**config.mk**
```make
export PLATFORM = sky130hd
export DESIGN_NAME = exc_accept_unit
export DESIGN_NICKNAME = d
export VERILOG_FILES = /design/src/rtl/exc_pkg.sv /design/src/rtl/exc_arbiter.sv /design/src/rtl/exc_retaddr.sv /design/src/rtl/exc_accept_unit.sv
export SDC_FILE = /design/constraint.sdc
export NUM_CORES = 1
export LEC_CHECK = 0
export BUFFER_PORTS_ARGS = -buffer_cell sky130_fd_sc_hd__buf_4
export CORE_AREA = 2 2 158 160
export CTS_BUF_LIST = sky130_fd_sc_hd__clkbuf_16
export DETAILED_ROUTE_END_ITERATION = 8
export DIE_AREA = 0 0 160 162
export GPL_TIMING_DRIVEN = 1
export PLACE_DENSITY = 0.7
export SLEW_MARGIN = 20
export SYNTH_ARGS = -nofsm -noshare
export SYNTH_HDL_FRONTEND = slang
export SYNTH_HIERARCHICAL = 1
export SYNTH_SLANG_ARGS = --single-unit
export TNS_END_PERCENT = 20
```
**constraint.sdc**
```tcl
create_clock -name clk -period 3.3 [get_ports clk]
set_clock_uncertainty 0.15 [all_clocks]
set_input_delay 0.495 -clock clk [delete_from_list [all_inputs] [get_ports clk]]
set_output_delay 0.495 -clock clk [all_outputs]
set_load 0.1 [all_outputs]
```
**src/rtl/exc_pkg.sv**
```systemverilog
package exc_pkg;

    typedef enum logic [2:0] {
        EV_NONE,
        EV_RESET,
        EV_EXC,
        EV_NMI,
        EV_IRQ,
        EV_RTE,
        EV_SRWR
    } ev_kind_e;

    typedef struct packed {
        logic [31:0] sr;
        logic [31:0] spc;
        logic [31:0] ssr;
        logic [31:0] evt_code;
        logic [31:0] new_pc;
        logic        new_pc_vld;
        logic        taken;
        logic        mreset;
        logic        irq_pend;
        logic        nmi_pend;
        logic        rte_ds;
        logic        old_bl;
    } acc_state_t;

endpackage

```
**src/rtl/exc_arbiter.sv**
```systemverilog
module exc_arbiter
    import exc_pkg::*;
(
    input  logic     exc_req,
    input  logic     exc_ubrk,
    input  logic     exc_fetch,
    input  logic     nmi_req,
    input  logic     nmi_hold,
    input  logic     irq_req,
    input  logic     lowpower,
    input  logic     rte_exec,
    input  logic     sr_wr_en,
    input  logic     sr_bl,
    input  logic     old_bl,
    input  logic     rte_ds,
    output ev_kind_e kind
);

    logic bl_exc;
    logic nmi_ok;
    logic irq_ok;

    always_comb begin
        // A fetch exception in the return's slot is judged by the pre-restore block bit
        bl_exc = (rte_ds && exc_fetch) ? old_bl : sr_bl;
        nmi_ok = !sr_bl || !nmi_hold || lowpower;
        irq_ok = !sr_bl || lowpower;

        kind = EV_NONE;
        if (exc_req && bl_exc && !exc_ubrk) begin
            kind = EV_RESET;
        end else if (exc_req) begin
            kind = EV_EXC;
        end else if (nmi_req && nmi_ok) begin
            kind = EV_NMI;
        end else if (irq_req && irq_ok) begin
            kind = EV_IRQ;
        end else if (rte_exec) begin
            kind = EV_RTE;
        end else if (sr_wr_en) begin
            kind = EV_SRWR;
        end
    end

endmodule

```
**src/rtl/exc_retaddr.sv**
```systemverilog
module exc_retaddr #(
    parameter int AW = 32
) (
    input  logic          reexec,
    input  logic          in_dslot,
    input  logic          is_dbranch,
    input  logic [AW-1:0] cur_pc,
    input  logic [AW-1:0] next_pc,
    input  logic [AW-1:0] tgt_pc,
    input  logic [AW-1:0] br_pc,
    output logic [AW-1:0] ret_pc
);

    always_comb begin
        if (reexec) begin
            ret_pc = in_dslot ? br_pc : cur_pc;
        end else begin
            ret_pc = is_dbranch ? tgt_pc : next_pc;
        end
    end

endmodule

```
**src/rtl/exc_accept_unit.sv**
```systemverilog
module exc_accept_unit
    import exc_pkg::*;
#(
    parameter int          BL_BIT    = 28,
    parameter logic [31:0] SR_RST    = 32'h7000_00F0,
    parameter logic [31:0] RST_CODE  = 32'h0000_0020,
    parameter logic [31:0] NMI_CODE  = 32'h0000_01C0,
    parameter logic [31:0] RESET_VEC = 32'hA000_0000,
    parameter logic [31:0] EXC_VEC   = 32'h8000_0100,
    parameter logic [31:0] INT_VEC   = 32'h8000_0600
) (
    input  logic        clk,
    input  logic        rst_n,
    input  logic        exc_req,
    input  logic        exc_ubrk,
    input  logic        exc_reexec,
    input  logic        exc_fetch,
    input  logic [31:0] exc_code,
    input  logic        nmi_req,
    input  logic        nmi_hold,
    input  logic        irq_req,
    input  logic [31:0] irq_code,
    input  logic        lowpower,
    input  logic        rte_exec,
    input  logic        sr_wr_en,
    input  logic [31:0] sr_wr_data,
    input  logic [31:0] cur_pc,
    input  logic [31:0] next_pc,
    input  logic [31:0] tgt_pc,
    input  logic [31:0] br_pc,
    input  logic        in_dslot,
    input  logic        is_dbranch,
    output logic [31:0] sr_q,
    output logic [31:0] spc_q,
    output logic [31:0] ssr_q,
    output logic [31:0] evt_code_q,
    output logic [31:0] new_pc_q,
    output logic        new_pc_vld_q,
    output logic        taken_q,
    output logic        mreset_q,
    output logic        irq_pend_q,
    output logic        nmi_pend_q
);

    localparam logic [31:0] BL_MASK = 32'h1 << BL_BIT;

    acc_state_t st_d;
    acc_state_t st_q;
    ev_kind_e   kind;
    logic       reexec_eff;
    logic [31:0] ret_pc;

    exc_arbiter u_arb (
        .exc_req   (exc_req),
        .exc_ubrk  (exc_ubrk),
        .exc_fetch (exc_fetch),
        .nmi_req   (nmi_req),
        .nmi_hold  (nmi_hold),
        .irq_req   (irq_req),
        .lowpower  (lowpower),
        .rte_exec  (rte_exec),
        .sr_wr_en  (sr_wr_en),
        .sr_bl     (st_q.sr[BL_BIT]),
        .old_bl    (st_q.old_bl),
        .rte_ds    (st_q.rte_ds),
        .kind      (kind)
    );

    // Interrupts are always completion type
    assign reexec_eff = (kind == EV_EXC) && exc_reexec;

    exc_retaddr #(.AW(32)) u_ret (
        .reexec     (reexec_eff),
        .in_dslot   (in_dslot),
        .is_dbranch (is_dbranch),
        .cur_pc     (cur_pc),
        .next_pc    (next_pc),
        .tgt_pc     (tgt_pc),
        .br_pc      (br_pc),
        .ret_pc     (ret_pc)
    );

    always_comb begin
        st_d            = st_q;
        st_d.taken      = 1'b0;
        st_d.mreset     = 1'b0;
        st_d.new_pc_vld = 1'b0;
        st_d.rte_ds     = 1'b0;
        st_d.irq_pend   = irq_req && (kind != EV_IRQ);
        st_d.nmi_pend   = nmi_req && (kind != EV_NMI);

        case (kind)
            EV_RESET: begin
                st_d.sr         = SR_RST;
                st_d.evt_code   = RST_CODE;
                st_d.new_pc     = RESET_VEC;
                st_d.new_pc_vld = 1'b1;
                st_d.mreset     = 1'b1;
            end
            EV_EXC, EV_NMI, EV_IRQ: begin
                st_d.spc        = ret_pc;
                st_d.ssr        = st_q.sr;
                st_d.sr         = st_q.sr | BL_MASK;
                st_d.new_pc     = (kind == EV_EXC) ? EXC_VEC : INT_VEC;
                st_d.new_pc_vld = 1'b1;
                st_d.taken      = 1'b1;
                if (kind == EV_EXC) begin
                    st_d.evt_code = exc_code;
                end else if (kind == EV_NMI) begin
                    st_d.evt_code = NMI_CODE;
                end else begin
                    st_d.evt_code = irq_code;
                end
            end
            EV_RTE: begin
                st_d.sr         = st_q.ssr;
                st_d.new_pc     = st_q.spc;
                st_d.new_pc_vld = 1'b1;
                st_d.rte_ds     = 1'b1;
                st_d.old_bl     = st_q.sr[BL_BIT];
            end
            EV_SRWR: begin
                st_d.sr = sr_wr_data;
            end
            default: begin
            end
        endcase
    end

    always_ff @(posedge clk or negedge rst_n) begin
        if (!rst_n) begin
            st_q            <= '0;
            st_q.sr         <= SR_RST;
        end else begin
            st_q <= st_d;
        end
    end

    assign sr_q         = st_q.sr;
    assign spc_q        = st_q.spc;
    assign ssr_q        = st_q.ssr;
    assign evt_code_q   = st_q.evt_code;
    assign new_pc_q     = st_q.new_pc;
    assign new_pc_vld_q = st_q.new_pc_vld;
    assign taken_q      = st_q.taken;
    assign mreset_q     = st_q.mreset;
    assign irq_pend_q   = st_q.irq_pend;
    assign nmi_pend_q   = st_q.nmi_pend;

endmodule

```
---- Word level (Yosys, flattened, before mapping) ----
Cells that the tools add are included.
storage, ports and cells
  register bits after elaboration ......... 167
  bits of input ports ..................... 238
cells by class
  equality and inequality tests ........... 8
  mux-type cells .......................... 19
  bitwise logic cells ..................... 1
  reductions and logical operators ........ 20
operator list
  cell                count
  $mux 32             5
  $pmux 32 s4         1
  $pmux 33 s3         1
  $pmux 32 s2         1
  $mux 3              6
  $mux 11             1
  $eq 3x3->1 const B  3
  $logic_and 1x1->1   8
  $eq 3x2->1 const B  2
  $reduce_bool 3->1   2
  $reduce_bool 4->1   1
  $eq 3x1->1 const B  1
  $logic_not 1->1     3
  $logic_or 1x1->1    3
  $mux 1              3
  $ne 3x2->1 const B  1
  $ne 3x3->1 const B  1
  $reduce_or 3->1     1
  $mux 2              1
  $reduce_and 2->1    1
  $reduce_bool 2->1   1
  $not 1->1           1

---- Longest topological paths before layout ----
  depth after elaboration ................. 11
  mapped depth ............................ 12
  mapped depth without buffers ............ 7

---- By module ----
Netlist, hierarchy kept.
modules (own cells, without submodules)
  module           times used  cells each  area each (um^2)  sequential area each (um^2)
  exc_accept_unit  1           766         8,734.6           4,187.8
  exc_retaddr      1           108         1,116.1           0.0
  exc_arbiter      1           15          95.1              0.0

---- Least setup slack after synthesis ----
OpenSTA, ideal clock, no wires.
  path kind ............................... register -> register
  from .................................... register st_q, in the netlist sr_q[28]
  to ...................................... register st_q, in the netlist spc_q[11]
  library setup time ...................... 0.125 ns
  data arrival time ....................... 2.457 ns
  slack ................................... 0.568 ns
  stages on the path, launching flop included .. 13
  path through ............................ dfstp_2 -> and2b_1 -> nor2_1 -> o31a_1 -> buf_2 -> buf_4 -> nor2_1 -> buf_2 -> and3_1 -> buf_2 -> clkbuf_4 -> mux2i_1 -> mux2_4
on the way
  longest elaborated chain between the ends .. 10
  elaborated cells on any way between the ends .. 19
ends and longest elaborated chain
  element                                                line                                  text
  start, declared                                        exc_accept_unit.sv:48                 acc_state_t st_q;
  start signal, assigned                                 exc_accept_unit.sv:135                st_q <= st_d;
  $logic_not 1->1                                        exc_arbiter.sv:26, exc_arbiter.sv:27
  $logic_or 1x1->1 (on tied branches)                    exc_arbiter.sv:27, exc_arbiter.sv:26
  $logic_and 1x1->1 or $logic_or 1x1->1 (tied branches)  exc_arbiter.sv:36, exc_arbiter.sv:26
  $mux 3 or $logic_and 1x1->1 (tied branches)            exc_arbiter.sv:36, exc_arbiter.sv:34
  $mux 3                                                 exc_arbiter.sv:34                     end else if (nmi_req && nmi_ok) begin
  $mux 3                                                 exc_arbiter.sv:32                     end else if (exc_req) begin
  $mux 3 (*)                                             exc_arbiter.sv:30                     if (exc_req && bl_exc && !exc_ubrk) begin
  named net kind[2]                                      exc_accept_unit.sv:49                 ev_kind_e kind;
  $eq 3x2->1 (*)                                         exc_accept_unit.sv:70                 assign reexec_eff = (kind == EV_EXC) && exc_reexec;
  $logic_and 1x1->1 (*)                                  exc_accept_unit.sv:70
  named net reexec_eff                                   exc_accept_unit.sv:50                 logic reexec_eff;
  $mux 32 (*)                                            exc_retaddr.sv:15                     if (reexec) begin
  named net ret_pc[11]                                   exc_accept_unit.sv:51                 logic [31:0] ret_pc;
Mark *: on every way through the listed nets, which the timed path passes. The rest lies on a longest branch.
A chain may end at the register's enable or synchronous reset.

---- Worst setup path after layout ----
  from .................................... register st_q, in the netlist sr_q[28]
  to ...................................... register st_q, in the netlist spc_q[21]
The elaborated chain is that of the path after synthesis.

==> impl_metrics.toml <==
[status]
outcome = "complete, no violations"

[drt]
detail-route-antenna-nets = 0
vias_per_cell = 5.17
routed_wl_mm = 27.9
wl_per_cell_um = 19.3
dr.pass1.iters = 4
drc_errors = 0
vias = 7496
drt_iter0_markers = 495

[logic_synthesis]
yosysWarningCount = 6
ys.flop_type = "dfrtp_1"
synthCells = 889
yosysUniqueCellTypes = 44
avgSynthCellArea_um2 = 11.2
ys_seq_area_share_pct = 42.1
syn-num-nets = 1127
yosys_register_bits = 167
synth-edff-count = 0
syn-cell-area_um2 = 9950
async_flop_share_pct = 100

[cells_and_area]
multi_input_comb_area_um2 = 4120
area_growth_syn_to_layout_pct = 27.0
drive_gt1_share_pct = 51.2
final_cells = 1450
fill_cells = 2192
seq_area_um2 = 4190
nNetsFinal = 1351
num_antenna_cells = 0

[timing]
hold_viol = 0
rsz0062_at_grt = "no"
fin_crit_sh_pct = 84.3
tns_ns = 0
final_max_slew_viol_count = 0
period_needed_ns = 2.78
worstMarginPinSlew_ns = 0.622
maxSlewHeadroom_pct = 58.5
max_freq_ghz = 0.359
setup_viol = 0

[global_routing]
grt_pass1_wl_mm = 43.1
antenna_found_initial = 0
overflow = 0
grt_max_degree = 63
grt.total_usage_pct = 21.2
grt_pass1_vias = 7690

[clocking]
clk_pin_slew_ns = 0.07
postCtsSetupRepairBufs = 0
clockBufferDepth = 2
cts_hold_buf = 1
cts_tree = "done"
cts.htree.levels = 4
root_buffer = "clkbuf_16"
numCtsBuffers = 17
cts_resized = 0
cts_sinks = 167
clkLatencyLatePin_ns = 0.42

[placement]
placed_cells = 1417
place.gp.congestion = 0.856
dp_hpwl_mm = 20.9
port_buffers = 402

[setup_path]
critPathMaxFanout = 12
cp-endpoint = "spc_q[21]$_DFFE_PN0P_"
worstRegToRegCells = 8
required_ns = 3.46
worstReg2RegEnd = "spc_q[21]$_DFFE_PN0P_"
start_kind = "register"
r2r_start = "sr_q[28]$_DFFE_PN1P_"
r2r_slack_ns = 0.52
cp-end-kind = "register"
path_class = "reg -> reg"
startpoint = "sr_q[28]$_DFFE_PN1P_"
arrival_ns = 2.95

[die]
die-area_um2 = 25900
design.core.area_um2 = 24100
die_x_um = 160
die_height_um = 162
ios = 403
row_count = 57
start_util_pct = 41.3

[pwr]
power.density_nw_per_um2 = 774
ir_drop_mv = 0.394
p_leak_nw = 6.21

[min_path]
hp-class = "in -> reg"

[run]
cap_violations = 0
[per-layer routing]
layer	track usage (%)	share of wire (%)
met2	36.9	51
met1	25.6	41
met4	8.27	3.0
met5	0	0
met3	4.67	5.4
[synth_stat cells, types with 7 or more instances]
cell type / count / share of area (%)
buf_6: 9 / 1.0
mux2_2: 44 / 5.0
mux2_4: 49 / 7.4
nand3_1: 29 / 1.5
dfstp_2: 7 / 1.8
buf_4: 166 / 13
inv_1: 7 / 0.26
buf_2: 31 / 1.6
dfrtp_1: 160 / 40
o2bb2ai_1: 25 / 2.2
o22ai_1: 10 / 0.63
clkbuf_1: 15 / 0.57
a221oi_1: 8 / 0.70
a22oi_1: 81 / 6.1
nand2_1: 57 / 2.2
a21oi_1: 9 / 0.45
mux2i_1: 98 / 9.9
o21ai_0: 30 / 1.5
a2bb2oi_1: 8 / 0.70
[cells by family (layout without fill, tap and decap cells)]
logic type             after synthesis  after routing  synth area share [%]
flip-flops                         167            167                  42.1
buffers and inverters              237            474                  17.1
AO/OA/AOI/OAI                      187            187                  13.6
AND/OR/NAND/NOR                    107            107                  4.91
multiplexers                       191            191                  22.2
[placed cells by master, fill, tap and decap left out, types with 8 or more instances in the layout]
cell and n:
nand2_1 57, o2bb2ai_1 25, a21oi_1 9, clkbuf_16 17
mux2_2 44, mux2i_1 98, o21ai_0 30, o22ai_1 10
buf_4 429, a221oi_1 8, dfrtp_1 160, mux2_4 49
nand3_1 29, a22oi_1 81
[stage by stage]
stage	util (%)	power (W)	hold slack [ns]	cell area (um^2)	worst slack (ns)
2_1_floorplan	-	0.00721	0.0494	9950	0.568
3_3_place_gp	49.9	0.00782	0.339	12000	0.458
3_5_place_dp	49.9	0.00787	0.349	12000	0.385
4_1_cts	52.4	0.00985	0.125	12600	0.504
5_1_grt	52.4	0.0101	0.127	12600	0.344
6_report	52.4	0.00978	0.143	12600	0.517
[cell type report]
type	count	area share [%]
Multi-Input combinational cell	485	32.6
Timing Repair Buffer	434	26.1
Inverter	8	0.238
Clock inverter	15	1.28
Sequential cell	167	33.2
Tap cell	324	3.21
Clock buffer	17	3.37
[power breakdown]
part           switching (W)  internal [W]
combinational        0.00373       0.00129
clock               0.000951       0.00101
sequential          0.000346       0.00245
[worst max-delay path, cell delays in order (launching register included)]
cell	delay [ns]
dfstp_2	0.61
nand3b_1	0.12
a21oi_1	0.31
o31a_2	0.41
nor2_2	0.09
and3_2	0.35
buf_4	0.24
mux2i_1	0.13
mux2_4	0.27
[state kept, by name, summed over array words and instances, names as in the netlist, 2 cells and up]
name	flops
spc_q	32
st_q	2
new_pc_q	32
ssr_q	32
evt_code_q	32
sr_q	32
[worst min-delay path by stage]
| stage | slack (ns) | end | startpoint | depth (start not counted) |
|---|---|---|---|---|
| after floorplan | 0.05 | evt_code_q[0]$_DFFE_PN0P_ | rst_n | 0 |
| after global routing | 0.13 | evt_code_q[11]$_DFFE_PN0P_ | irq_code[11] | 3 |
| final | 0.14 | evt_code_q[15]$_DFFE_PN0P_ | irq_code[15] | 3 |
| after CTS | 0.13 | evt_code_q[26]$_DFFE_PN0P_ | irq_code[26] | 3 |
| after global placement | 0.34 | st_q[0]$_DFFE_PN0N_ | st_q[0]$_DFFE_PN0N_ | 1 |
| after detailed placement | 0.35 | new_pc_q[25]$_DFFE_PN0P_ | new_pc_q[25]$_DFFE_PN0P_ | 2 |
Note: power is estimated with default switching activity, not from simulation.
